<file path="src/rtl/fpStorePkg.sv">
package fpStorePkg;
  localparam int INST_W = 32;
  localparam int XLEN = 64;
  localparam int ADDR_W = 32;
  localparam int REG_W = 5;
  localparam int OP_W = 6;
  localparam int XO_W = 10;
  localparam logic [OP_W-1:0] OP_IMM = 6'd52;
  localparam logic [OP_W-1:0] OP_IMMU = 6'd53;
  localparam logic [OP_W-1:0] OP_EXT = 6'd31;
  localparam logic [XO_W-1:0] XO_IDX = 10'd663;
  localparam logic [XO_W-1:0] XO_IDXU = 10'd695;

  typedef enum logic [1:0] {S_IDLE, S_REQ, S_DONE, S_FAULT} ctlState_t;

  typedef struct packed {
    logic capture;
  } ctlStrobe_t;
endpackage

</file>
<file path="src/rtl/fpStoreDatapath.sv">
module fpStoreDatapath
  import fpStorePkg::*;
(
  input  logic              clk,
  input  logic              rstN,
  input  ctlStrobe_t        strobe,
  input  logic [INST_W-1:0] instWord,
  input  logic [XLEN-1:0]   raData,
  input  logic [XLEN-1:0]   rbData,
  input  logic [31:0]       fsData,
  output logic              decodeValid,
  output logic              isUpdate,
  output logic              raZero,
  output logic [REG_W-1:0]  raIdx,
  output logic [REG_W-1:0]  rbIdx,
  output logic [REG_W-1:0]  fsIdx,
  output logic [ADDR_W-1:0] memAddr,
  output logic [31:0]       memData,
  output logic [REG_W-1:0]  gprWrIdx,
  output logic [XLEN-1:0]   gprWrData
);
  logic [OP_W-1:0] opcode;
  logic [XO_W-1:0] xo;
  logic isImm, isImmU, isIdx, isIdxU, isIndexed;
  logic [XLEN-1:0] baseVal, offsetVal, sum;
  logic [ADDR_W-1:0] eaNext;

  assign opcode = instWord[31:26];
  assign xo = instWord[10:1];
  assign fsIdx = instWord[25:21];
  assign raIdx = instWord[20:16];
  assign rbIdx = instWord[15:11];

  assign isImm = (opcode == OP_IMM);
  assign isImmU = (opcode == OP_IMMU);
  assign isIdx = (opcode == OP_EXT) && (xo == XO_IDX);
  assign isIdxU = (opcode == OP_EXT) && (xo == XO_IDXU);
  assign isIndexed = isIdx || isIdxU;
  assign isUpdate = isImmU || isIdxU;
  assign decodeValid = isImm || isImmU || isIdx || isIdxU;
  assign raZero = (raIdx == '0);

  always_comb begin
    baseVal = (raZero && !isUpdate) ? '0 : raData;
    offsetVal = isIndexed ? rbData
                          : {{(XLEN-16){instWord[15]}}, instWord[15:0]};
    sum = baseVal + offsetVal;
    eaNext = sum[ADDR_W-1:0];
  end

  always_ff @(posedge clk) begin
    if (!rstN) begin
      memAddr <= '0;
      memData <= '0;
      gprWrIdx <= '0;
    end else if (strobe.capture) begin
      memAddr <= eaNext;
      memData <= fsData;
      gprWrIdx <= raIdx;
    end
  end

  assign gprWrData = {{(XLEN-ADDR_W){1'b0}}, memAddr};
endmodule

</file>
<file path="src/rtl/fpStoreControl.sv">
module fpStoreControl
  import fpStorePkg::*;
(
  input  logic       clk,
  input  logic       rstN,
  input  logic       instValid,
  input  logic       decodeValid,
  input  logic       isUpdate,
  input  logic       raZero,
  input  logic       fpEnable,
  input  logic       memReqReady,
  output ctlStrobe_t strobe,
  output logic       instReady,
  output logic       memReqValid,
  output logic       gprWrEn,
  output logic       pcAdvance,
  output logic       invalidForm,
  output logic       fpUnavail
);
  ctlState_t state;
  logic updReg, faultIsForm, accept;

  assign instReady = (state == S_IDLE);
  assign accept = instReady && instValid && decodeValid;
  assign strobe.capture = accept;

  always_ff @(posedge clk) begin
    if (!rstN) begin
      state <= S_IDLE;
      updReg <= 1'b0;
      faultIsForm <= 1'b0;
    end else begin
      case (state)
        S_IDLE: if (accept) begin
          updReg <= isUpdate;
          if (isUpdate && raZero) begin
            faultIsForm <= 1'b1;
            state <= S_FAULT;
          end else if (!fpEnable) begin
            faultIsForm <= 1'b0;
            state <= S_FAULT;
          end else begin
            state <= S_REQ;
          end
        end
        S_REQ: if (memReqReady) state <= S_DONE;
        default: state <= S_IDLE;
      endcase
    end
  end

  assign memReqValid = (state == S_REQ);
  assign pcAdvance = (state == S_DONE);
  assign gprWrEn = (state == S_DONE) && updReg;
  assign invalidForm = (state == S_FAULT) && faultIsForm;
  assign fpUnavail = (state == S_FAULT) && !faultIsForm;

  assert_wb_after_accept_R7: assert property (@(posedge clk) disable iff (!rstN)
    gprWrEn |-> $past(memReqValid && memReqReady));
  assert_pc_single_R8: assert property (@(posedge clk) disable iff (!rstN)
    pcAdvance |=> !pcAdvance);
  assert_unknown_quiet_R1: assert property (@(posedge clk) disable iff (!rstN)
    (instReady && instValid && !decodeValid) |=> (instReady && !memReqValid && !fpUnavail && !invalidForm));
  assert_bad_form_R5: assert property (@(posedge clk) disable iff (!rstN)
    (accept && isUpdate && raZero) |=> (invalidForm && !fpUnavail && !memReqValid));
  assert_fp_off_R9: assert property (@(posedge clk) disable iff (!rstN)
    (accept && !fpEnable && !(isUpdate && raZero)) |=> (fpUnavail && !memReqValid));
endmodule

</file>
<file path="src/rtl/fpStoreUnit.sv">
module fpStoreUnit
  import fpStorePkg::*;
(
  input  logic              clk,
  input  logic              rstN,
  input  logic              instValid,
  output logic              instReady,
  input  logic [INST_W-1:0] instWord,
  input  logic              fpEnable,
  output logic              decodeValid,
  output logic [REG_W-1:0]  raIdx,
  output logic [REG_W-1:0]  rbIdx,
  output logic [REG_W-1:0]  fsIdx,
  input  logic [XLEN-1:0]   raData,
  input  logic [XLEN-1:0]   rbData,
  input  logic [31:0]       fsData,
  output logic              memReqValid,
  input  logic              memReqReady,
  output logic [ADDR_W-1:0] memAddr,
  output logic [31:0]       memData,
  output logic              gprWrEn,
  output logic [REG_W-1:0]  gprWrIdx,
  output logic [XLEN-1:0]   gprWrData,
  output logic              pcAdvance,
  output logic              invalidForm,
  output logic              fpUnavail
);
  ctlStrobe_t strobe;
  logic isUpdate, raZero;

  fpStoreDatapath dp (
    .clk(clk), .rstN(rstN), .strobe(strobe), .instWord(instWord),
    .raData(raData), .rbData(rbData), .fsData(fsData),
    .decodeValid(decodeValid), .isUpdate(isUpdate), .raZero(raZero),
    .raIdx(raIdx), .rbIdx(rbIdx), .fsIdx(fsIdx),
    .memAddr(memAddr), .memData(memData),
    .gprWrIdx(gprWrIdx), .gprWrData(gprWrData)
  );

  fpStoreControl ctl (
    .clk(clk), .rstN(rstN), .instValid(instValid), .decodeValid(decodeValid),
    .isUpdate(isUpdate), .raZero(raZero), .fpEnable(fpEnable),
    .memReqReady(memReqReady), .strobe(strobe), .instReady(instReady),
    .memReqValid(memReqValid), .gprWrEn(gprWrEn), .pcAdvance(pcAdvance),
    .invalidForm(invalidForm), .fpUnavail(fpUnavail)
  );

  assert_req_hold_R6: assert property (@(posedge clk) disable iff (!rstN)
    (memReqValid && !memReqReady) |=> (memReqValid && $stable(memAddr) && $stable(memData)));
endmodule

</file>
<file path="config.mk">
export PLATFORM = sky130hd
export DESIGN_NAME = fpStoreUnit
export DESIGN_NICKNAME = d
export VERILOG_FILES = /design/src/rtl/fpStorePkg.sv /design/src/rtl/fpStoreDatapath.sv /design/src/rtl/fpStoreControl.sv /design/src/rtl/fpStoreUnit.sv
export SDC_FILE = /design/constraint.sdc
export NUM_CORES = 1
export LEC_CHECK = 0
export ABC_CLOCK_PERIOD_IN_PS = 4630
export BUFFER_PORTS_ARGS = -buffer_cell sky130_fd_sc_hd__buf_2
export CORE_AREA = 2 2 136 138
export CTS_CLUSTER_SIZE = 25
export DETAILED_ROUTE_END_ITERATION = 10
export DIE_AREA = 0 0 138 140
export PLACE_DENSITY_LB_ADDON = 0.25
export SKIP_LAST_GASP = 1
export SYNTH_ARGS = -nofsm -noshare
export SYNTH_HDL_FRONTEND = slang
export SYNTH_HIERARCHICAL = 1
export SYNTH_SLANG_ARGS = --single-unit
</file>
<file path="constraint.sdc">
create_clock -name clk -period 4.63 [get_ports clk]
set_input_delay 0.463 -clock clk [delete_from_list [all_inputs] [get_ports clk]]
set_output_delay 0.463 -clock clk [all_outputs]
set_load 0.005 [all_outputs]
</file>
==> summary.md <==
| Metric | Value |
|---|---|
| Total track usage | 0.174 |
| # setup viols final | 0 |
| Initial antenna violation count | 0 |
| Netlist cell types | 69 |
| Post-DRT Antenna Nets | 0 |
| Total Routed Length | ~17 mm |
| Final TNS setup | 0 ns |
| Core ar. | ~18000 um^2 |
| Sequential share of the synthesized area | 0.254 |
| Post-CTS Setup Inserts | 0 |
| Starting Density | 0.324 |
| TritonCTS Buffers | 9 |
| Register-to-Register Path Depth | 6 |
| YS warnings | 6 |
| Total number of vias | 5653 |
| Crit Path Max Fanout | 7 |
| Fin nets | 1141 |
| Cell Chain, Critical Path | buf_2, nand4bb_1, or4_1, nand2_1, nand2_1, ha_1, fa_1, a211oi_2, o21ai_0, a21oi_1, o21ai_2, a31o_4, nor3b_1, or3_1 |
| # rows | 49 |
| Cell taking the most area after synthesis | dfxtp_1 |
| First-pass GRT wire length | 27.6 mm |
| Final Hold Viols | 0 |
| Most frequent cells in the layout | buf_2, nand2_1, dfxtp_1, nor2_1, mux2i_1 |
| Cell count of the worst hold path | 3 |
| CP Class | input pin to flop |
| Power per cell area | between 200 and 250 nW/um^2 |
| Synthesis-to-layout area growth | 22.0% |
| CTS sink cnt | 73 |
| Startpoint Class | input pin |
| Max_slew headroom | 0.599 |
| CP endpoint kind | flop |
| Pin count of the biggest net entering global routing | slightly above 60 |
| # DRC | 0 |
| Ys async rst share | 0 |
| Crit path DAT | ~4.2 ns |
| Clk slew on worst S/H paths | around 0.07 ns |
| Congestion Overflow GR | 0 |
| CTS tree | yes |
| Unrepaired setup endpoints after global routing | no |
| Synth Register Bits | 73 |
| Mean area per synthesized cell | just under 8 um^2 |
| Clk root buf | clkbuf_16 |
| Die Wd | 138 um |
| CP most frequent cell | nand2_1 |
| Tightest Pin Transition | 0.602 ns |
| Dpl ws | between 0.2 and 0.3 ns |
| Worst min path class | input pin to flop |
| Leakage power | ~3.4 nW |
| Starting DRT DRC Count | 278 |
| Number of global-route vias before repair | about 5400 |
| Hold EP | dp/memData[16]$_SDFFE_PN0P_ |
| CP required | 4.86 ns |
| Tmin final | around 4.0 ns |
| DR pass1 iterations | 4 |
| Slowest Stage Delay on Critical Path | 0.64 ns |
| Achievable Freq | ~250 MHz |
| CTS resizes | 0 |
| Routed len/inst | 14.9 um |
| Via/cell ratio | 4.93 |
| Global placement routability congestion | approximately 0.79 |
| Peak supply drop | roughly 150 uV |
| Top cell type's share of synthesized area | 0.254 |
| Total Die Area | ~19000 um^2 |
| CTS HTree Levels | 3 |
| I/O pins | 352 |
| Filler cells | between 1500 and 2000 |
| Reg2reg start | ctl/state[0]$_SDFFE_PN0P_ |
| Setup Skew | ~0.0074 ns |
| Final period util | 0.861 |
| Die Height | roughly 140 um |
| Post-Synthesis Cells | 730 |
| Largest cells by area after synthesis | dfxtp_1, buf_4, mux2i_1 |
| Layout cell share with drive strength beyond 1 | 0.316 |
| Setup slack after layout | between 0.6 and 0.7 ns |
| Diodes inserted | 0 |
| Synth Flop Type | dfxtp_1 |
| Dpl hpwl | about 13 mm |
| Clk_lat worst skew | between 0.3 and 0.4 ns |
| Post-synth EDFFs | 0 |
| Source of the worst hold timing path | fsData[16] |
| Max-cap viol count | 0 |
| Buffers on Ports | between 200 and 250 |
| Crit-path slowest cell | or4_1 |
| Status | finished, final reports clean |
| Count of hold-fix buffers inserted at cts | 0 |
| Clock Path Buffers | 2 |
| Commonest non-fill, non-tap cell in the layout | buf_2 |
| Worst r2r dst | dp/memAddr[26]$_SDFFE_PN0P_ |
| Final Max Slew Viols | 0 |
| Synthesized area | 5750 um^2 |
| Reg2Reg Setup Slack | between 2 and 3 ns |
## logic make-up after synthesis
family,count (synthesis),synth area share
adders and majority gates,32,0.0709
buffers and inverters,126,0.135
muxes,50,0.0874
other,1,0.000652
AOI/OAI and AO/OA,157,0.194
and+or+nand+nor,280,0.242
DFF,73,0.254
xor gates and xnor gates,11,0.0167
## per-stage QoR
step | cell area [um^2] | util | hold slack, ns | cells | power, mW
2_1_floorplan | 5870 | - | 0.445 | 761 | 0.942
3_3_place_gp | 6740 | 0.379 | 0.470 | 1130 | 1.04
3_5_place_dp | 6740 | 0.379 | 0.480 | 1130 | 1.04
4_1_cts | 7020 | 0.395 | 0.343 | 1146 | 1.73
5_1_grt | 7020 | 0.395 | 0.351 | 1146 | 1.80
6_report | 7020 | 0.395 | 0.358 | 1146 | 1.70
## report_power, final
group | switching (mW) | total (mW) | internal (mW)
sequential | 0.00408 | 0.637 | 0.633
combinational | 0.221 | 0.395 | 0.174
clock | 0.292 | 0.670 | 0.378
total | 0.517 | 1.70 | 1.19
## worst max path at each step
| stage | cells past startpoint | start | slack (ns) | to |
|---|---|---|---|---|
| 2_1_floorplan | 15 | instWord[9] | 0.78 | dp/memAddr[26]$_SDFFE_PN0P_ |
| 3_3_place_gp | 14 | instWord[9] | 0.31 | dp/memAddr[26]$_SDFFE_PN0P_ |
| 3_5_place_dp | 14 | instWord[16] | 0.28 | dp/memAddr[27]$_SDFFE_PN0P_ |
| 4_1_cts | 14 | instWord[16] | 0.64 | dp/memAddr[27]$_SDFFE_PN0P_ |
| 5_1_grt | 15 | instWord[16] | 0.21 | dp/memAddr[27]$_SDFFE_PN0P_ |
| 6_report | 14 | instWord[9] | 0.64 | dp/memAddr[26]$_SDFFE_PN0P_ |
## worst max-delay path: cells and delay by family
kind / cells / cell delay (ns)
AOI/OAI and AO/OA: 5 / 1.39
and+or+nand+nor: 6 / 1.56
adders and majority gates: 2 / 0.68
buffers and inverters: 1 / 0.10
## sequential cells by signal, summed over array words and instances, names as in the netlist
name / cells
dp/gprWrIdx: 5
dp/memAddr: 32
ctl/state: 2
ctl/updReg: 1
ctl/faultIsForm: 1
dp/memData: 32
## cell usage after synthesis, types with 8 or more instances
cell type	n
buf_4	79
nand3b_1	8
nand3_1	29
nor2b_1	43
o211ai_1	9
inv_1	9
dfxtp_1	73
clkbuf_1	26
nor2_1	66
ha_1	31
a21oi_1	27
o21a_1	15
nand2_1	81
nand4_1	11
mux2i_1	48
a21o_1	18
and2_1	9
o21ai_0	30
## layout make-up
| type | instances | area [um^2] | area share |
|---|---|---|---|
| sequential | 73 | 1460 | 0.208 |
| clock buffer | 10 | 239 | 0.0340 |
| inverter | 10 | 37.5 | 0.00535 |
| timing repair buffer | 256 | 1310 | 0.186 |
| tap | 229 | 287 | 0.0408 |
| multi-input combinational | 562 | 3640 | 0.519 |
| clock inverter | 6 | 42.5 | 0.00606 |
## layer usage
layer | GRT usage | part of all wire | up-vias
met5 | 0 | 0 | -
met4 | 0.0596 | 0.019 | 0
met3 | 0.0356 | 0.068 | 22
met2 | 0.287 | 0.45 | 222
met1 | 0.227 | 0.46 | 2563
li1 | - | - | 2846
(Power assumes the default switching activity.)
